### src/rtl/pmic_regbank.sv
module pmic_regbank #(
  parameter int              DATA_W      = 16,
  parameter int              NUM_CH      = 16,
  parameter int              RES_W       = 10,
  parameter logic [DATA_W-1:0] ASIC_ID   = 16'h0215,
  parameter bit              ALT_VARIANT = 1'b0,
  parameter logic [DATA_W-1:0] SAMPLE_INIT = '0,
  parameter logic [NUM_CH*RES_W-1:0] ADC_TABLE = {
    10'h000, 10'h000, 10'h330, 10'h3d0, 10'h011, 10'h002, 10'h000, 10'h250,
    10'h011, 10'h011, 10'h3ff, 10'h07b, 10'h165, 10'h0fc, 10'h3c2, 10'h000}
) (
  input  logic              clk,
  input  logic              rst_n,
  input  logic [4:0]        reg_idx,
  input  logic              wr_stb,
  input  logic [DATA_W-1:0] wr_data,
  input  logic              rd_stb,
  output logic [DATA_W-1:0] rd_data,
  input  logic              key_event,
  input  logic              key_down,
  output logic              irq_o,
  output logic              shutdown_req
);
  localparam int CH_W      = $clog2(NUM_CH);
  localparam int CH_LSB    = 10;
  localparam int IRQ_KEY   = 0;
  localparam int IRQ_ADC   = 8;
  localparam int KEY_BIT   = 5;
  localparam int WDOG_EN   = 1;
  localparam int VAR_BIT   = 7;

  localparam logic [4:0] IX_ID     = 5'h00;
  localparam logic [4:0] IX_IST    = 5'h01;
  localparam logic [4:0] IX_IMASK  = 5'h02;
  localparam logic [4:0] IX_CAL    = 5'h06;
  localparam logic [4:0] IX_ADC    = 5'h08;
  localparam logic [4:0] IX_SAMPLE = 5'h09;
  localparam logic [4:0] IX_CTRL1  = 5'h0D;
  localparam logic [4:0] IX_CTRL2  = 5'h0E;
  localparam logic [4:0] IX_KSTAT  = 5'h16;
  localparam logic [4:0] IX_WDOG   = 5'h17;

  logic [DATA_W-1:0] irq_st, irq_mask, cal_r, ctrl1_r, ctrl2_r, sample_r;
  logic [DATA_W-1:0] st_next, rd_val, id_val, adc_val, kstat_val;
  logic [CH_W-1:0]   adc_ch;
  logic [RES_W-1:0]  adc_res;
  logic              key_up;

  wire wr_ist    = wr_stb && (reg_idx == IX_IST);
  wire wr_imask  = wr_stb && (reg_idx == IX_IMASK);
  wire wr_cal    = wr_stb && (reg_idx == IX_CAL);
  wire wr_adc    = wr_stb && (reg_idx == IX_ADC);
  wire wr_sample = wr_stb && (reg_idx == IX_SAMPLE);
  wire wr_ctrl1  = wr_stb && (reg_idx == IX_CTRL1);
  wire wr_ctrl2  = wr_stb && (reg_idx == IX_CTRL2);
  wire wr_wdog   = wr_stb && (reg_idx == IX_WDOG);

  always_comb begin
    st_next = irq_st;
    if (wr_ist)    st_next = st_next ^ wr_data;
    if (wr_adc)    st_next[IRQ_ADC] = 1'b1;
    if (key_event) st_next[IRQ_KEY] = 1'b1;
  end

  assign adc_res = ADC_TABLE[int'(adc_ch)*RES_W +: RES_W];

  always_comb begin
    id_val = ASIC_ID;
    if (ALT_VARIANT) id_val[VAR_BIT] = 1'b1;
    adc_val = '0;
    adc_val[CH_LSB +: CH_W] = adc_ch;
    adc_val[RES_W-1:0]      = adc_res;
    kstat_val = '0;
    kstat_val[KEY_BIT] = key_up;
  end

  always_comb begin
    case (reg_idx)
      IX_ID:     rd_val = id_val;
      IX_IST:    rd_val = irq_st;
      IX_IMASK:  rd_val = irq_mask;
      IX_CAL:    rd_val = cal_r;
      IX_ADC:    rd_val = adc_val;
      IX_SAMPLE: rd_val = sample_r;
      IX_CTRL1:  rd_val = ctrl1_r;
      IX_CTRL2:  rd_val = ctrl2_r;
      IX_KSTAT:  rd_val = kstat_val;
      default:   rd_val = '0;
    endcase
  end

  always_ff @(posedge clk) begin
    if (!rst_n) begin
      irq_st       <= '0;
      irq_mask     <= '1;
      cal_r        <= DATA_W'(1);
      ctrl1_r      <= '0;
      ctrl2_r      <= '0;
      sample_r     <= SAMPLE_INIT;
      adc_ch       <= '0;
      key_up       <= 1'b1;
      rd_data      <= '0;
      shutdown_req <= 1'b0;
    end else begin
      irq_st       <= st_next;
      if (wr_imask)  irq_mask <= wr_data;
      if (wr_cal)    cal_r    <= wr_data;
      if (wr_ctrl1)  ctrl1_r  <= wr_data;
      if (wr_ctrl2)  ctrl2_r  <= wr_data;
      if (wr_sample) sample_r <= sample_r & ~wr_data;
      if (wr_adc)    adc_ch   <= wr_data[CH_LSB +: CH_W];
      if (key_event) key_up   <= ~key_down;
      if (rd_stb)    rd_data  <= rd_val;
      shutdown_req <= wr_wdog && (wr_data == '0) && ctrl1_r[WDOG_EN];
    end
  end

  assign irq_o = |(irq_st & ~irq_mask);
endmodule

### config.mk
export PLATFORM = sky130hd
export DESIGN_NAME = pmic_regbank
export DESIGN_NICKNAME = d
export VERILOG_FILES = /design/src/rtl/pmic_regbank.sv
export SDC_FILE = /design/constraint.sdc
export NUM_CORES = 1
export LEC_CHECK = 0
export BUFFER_PORTS_ARGS = -buffer_cell sky130_fd_sc_hd__buf_2
export CAP_MARGIN = 20
export CORE_MARGIN = 2
export CORE_UTILIZATION = 55
export CTS_CLUSTER_DIAMETER = 200
export DETAILED_ROUTE_END_ITERATION = 16
export GPL_TIMING_DRIVEN = 1
export HOLD_SLACK_MARGIN = 0.02
export PLACE_DENSITY = 0.74
export REMOVE_ABC_BUFFERS = 1
export SLEW_MARGIN = 5
export SYNTH_ARGS = -nofsm -noshare
export SYNTH_HDL_FRONTEND = slang
export SYNTH_SLANG_ARGS = --single-unit
export TNS_END_PERCENT = 10
### constraint.sdc
create_clock -name clk -period 5.5 [get_ports clk]
set_input_delay 1.1 -clock clk [delete_from_list [all_inputs] [get_ports clk]]
set_output_delay 1.1 -clock clk [all_outputs]
set_load 0.02 [all_outputs]
==> impl_metrics.ini <==
[timing]
tightest_slew_ns = 1.167
setup_violations = 0
setup_tns_ns = 0
rsz0062_at_grt = no
slew_violations = 0
finClkSkew_ns = 0.008081
fmax_mhz = 333.7
hold_viol = 0
finalCriticalPeriod_ns = 2.997
relSlewSlack_pct = 21.81
post-route-period-util_pct = 54.49

[setup_path]
crit_fanout = 2
rr_worst_depth = 6
worstSetupEndpointType = primary output
cpPeakStageDelay_ns = 0.49
crit_slowest_cell = a221oi_1
start_kind = flip-flop
r2r_end = rd_data[2]
endpoint = irq_o
reg2reg_slack_ns = 3.41
crit_chain = inv_1, o22ai_1, a221oi_1, nand4_1, buf_2
critPathLaunch = irq_st[11]
r2r_start = adc_ch[1]
crit_required_ns = 4.40
crit_type = reg -> out
worstPathArrival_ns = 1.90

[synth]
synthFlopType = dfxtp_1
synth.cell_area_sq_um = 5643
syn_avg_cell_area_sq_um = 8.537
synth_cell_types = 60
ys_seq_area_share_pct = 41.86
syn_inst = 661
synth_seq_cells = 118
async_flop_share_pct = 0
synth-edff-count = 0
ys_warn_count = 0

[layout]
register_area_sq_um = 2362
nets = 713
multi_input_area_sq_um = 2924
diodes = 0
drive_gt1_share_pct = 14.29
fillers = 831
area_growth_pct = 13.61

[detailed_routing]
antenna_left = 0
dr.first_iter.drc_count = 585
route.detailed.drc = 0
first_pass_iters = 5
vias_per_cell = 6.301
num_vias = 5205
routed_wl_microns = 16810
drt-wirelength-per-cell_microns = 20.35

[floorplanning]
rows = 36
coreArea_sq_um = 9864
die_w_microns = 105.3
die_area_sq_um = 11090
die_y_microns = 105.3
pin_count = 45
start_util_pct = 57.20

[clocking]
root_buffer = clkbuf_8
cts_tree = built
cts_hold_buf = 0
cts_resized = 0
clk_latency_ns = 0.52
cts_made_buffers = 17
cts_buffer_depth = 2
clock_sinks = 118
post_cts_buffers = 0
cts.clk_slew.worst_paths_ns = 0.06
ctsHtreeMaxLevel = 4

[grt]
grtUsageMet3_pct = 8.101
antenna_found_initial = 0
grt.overflow.total = 0
grt_pass1_wl_microns = 26630
grt_pass1_vias = 5035
met1_usage_pct = 40.21
grt_max_degree = 79
grt_usage_pct = 30.97
grt_busiest_layer = met2
met2_usage_pct = 48.29

[power_and_ir_drop]
powerDensity_nw_per_um2 = 320.9
vdd_drop_max_mv = 0.2733
p_leak_nw = 2.542
power_mw = 2.057

[hold_path]
hp-class = reg -> reg
hp-start = sample_r[2]

[job]
max_cap_violations = 0

[placed_design]
dp_hpwl_microns = 10480
place_congestion = 0.8951
port_buffers = 44

[status]
status = finished, final reports clean
[Yosys cell counts (8+ instances only)]
master	instances	area (sq um)
buf_2	17	85.08
dfxtp_1	118	2362
and3_1	12	75.07
clkbuf_1	24	90.09
o211ai_1	9	67.56
inv_1	26	97.59
a21boi_1	9	67.56
xnor2_1	8	70.07
mux2i_1	21	210.2
nand2_1	117	439.2
a21boi_0	26	195.2
a21oi_1	30	150.1
nor2b_1	41	256.5
o21ai_0	18	90.09
a22oi_1	25	187.7
nand3_1	52	260.3
a221oi_1	9	78.83
[state kept, by name (all words and copies together) (netlist names)]
signal and cells:
cal_r 16, ctrl1_r 16, ctrl2_r 16, irq_mask 16, irq_st 16, rd_data 16
sample_r 16, adc_ch 4, key_up 1, shutdown_req 1
[critical path, delay by kind of cell (launching register included)]
kind,cells,cell delay (ns)
AOI/OAI and AO/OA,2,0.57
DFF,1,0.32
buffers and inverters,2,0.29
and+or+nand+nor,1,0.20
[stage by stage]
step	util [%]	cells	hold WS (ns)	area [sq um]	setup slack [ns]
finish	64.99	826	0.4322	6411	2.503
global route	64.99	826	0.4446	6411	2.426
CTS	64.84	825	0.4294	6396	2.573
detailed placement	58.99	793	0.4208	5819	2.172
global placement	58.88	792	0.4164	5808	2.261
floorplan	-	610	0.4075	5381	2.332
[routing by layer]
metal / part of all wire [%] / vias up / routed length (microns)
met2: 46 / 311 / 7746
met4: 2.8 / 0 / 465
met5: 0 / - / 0
met3: 11 / 45 / 1922
met1: 40 / 2486 / 6674
li1: - / 2363 / -
[layout by cell type, fill, tap and decap left out, types with 4 or more instances in the layout]
cell type / count
a222oi_1: 4
mux2_2: 6
dfxtp_1: 118
a221oi_1: 9
nor3_1: 4
o21ai_0: 18
xor2_1: 7
nor2b_1: 41
buf_2: 44
clkinv_2: 4
a22oi_1: 25
buf_4: 5
xnor2_1: 8
clkbuf_16: 16
inv_1: 26
o22ai_1: 5
nor4_1: 5
mux2i_1: 21
nor2_1: 4
nand3_1: 52
nand2_1: 117
a21boi_0: 26
o211ai_1: 9
and3_1: 12
clkbuf_8: 5
a21oi_1: 30
a21boi_1: 9
ha_1: 6
[area by class of cell]
cell class | count | share of cell area, %
multi-input cells | 466 | 45.61
flip-flops and latches | 118 | 36.85
clock buffers | 24 | 7.494
repair buffers | 51 | 4.430
well taps | 133 | 2.596
inverters | 26 | 1.522
clock inverters | 8 | 1.503
[power breakdown]
| part | total, mW | switching (mW) | leakage, nW | internal [mW] |
|---|---|---|---|---|
| combinational | 0.111 | 0.0774 | 1.30 | 0.0337 |
| clock | 1.08 | 0.389 | 0.285 | 0.690 |
| sequential | 0.867 | 0.00509 | 0.952 | 0.862 |
| total | 2.06 | 0.471 | 2.54 | 1.59 |
[how the worst min path moves through the flow]
stage,endpoint,slack [ns],cells past startpoint
final,sample_r[2],0.43,2
after detailed placement,sample_r[2],0.42,2
after CTS,sample_r[2],0.43,2
after floorplan,sample_r[2],0.41,2
after global placement,sample_r[2],0.42,2
after global routing,sample_r[2],0.44,2
[kinds of logic (layout without fill, tap and decap cells)]
logic type	after synthesis	count (layout)	share of synthesized area, %
simple gates	260	260	23.55
compound gates	158	158	19.65
flops	118	118	41.86
buf+inv	77	109	6.364
mux	27	27	4.922
xor+xnor	15	15	2.328
fa+ha+maj	6	6	1.330
(Power assumes the default switching activity.)
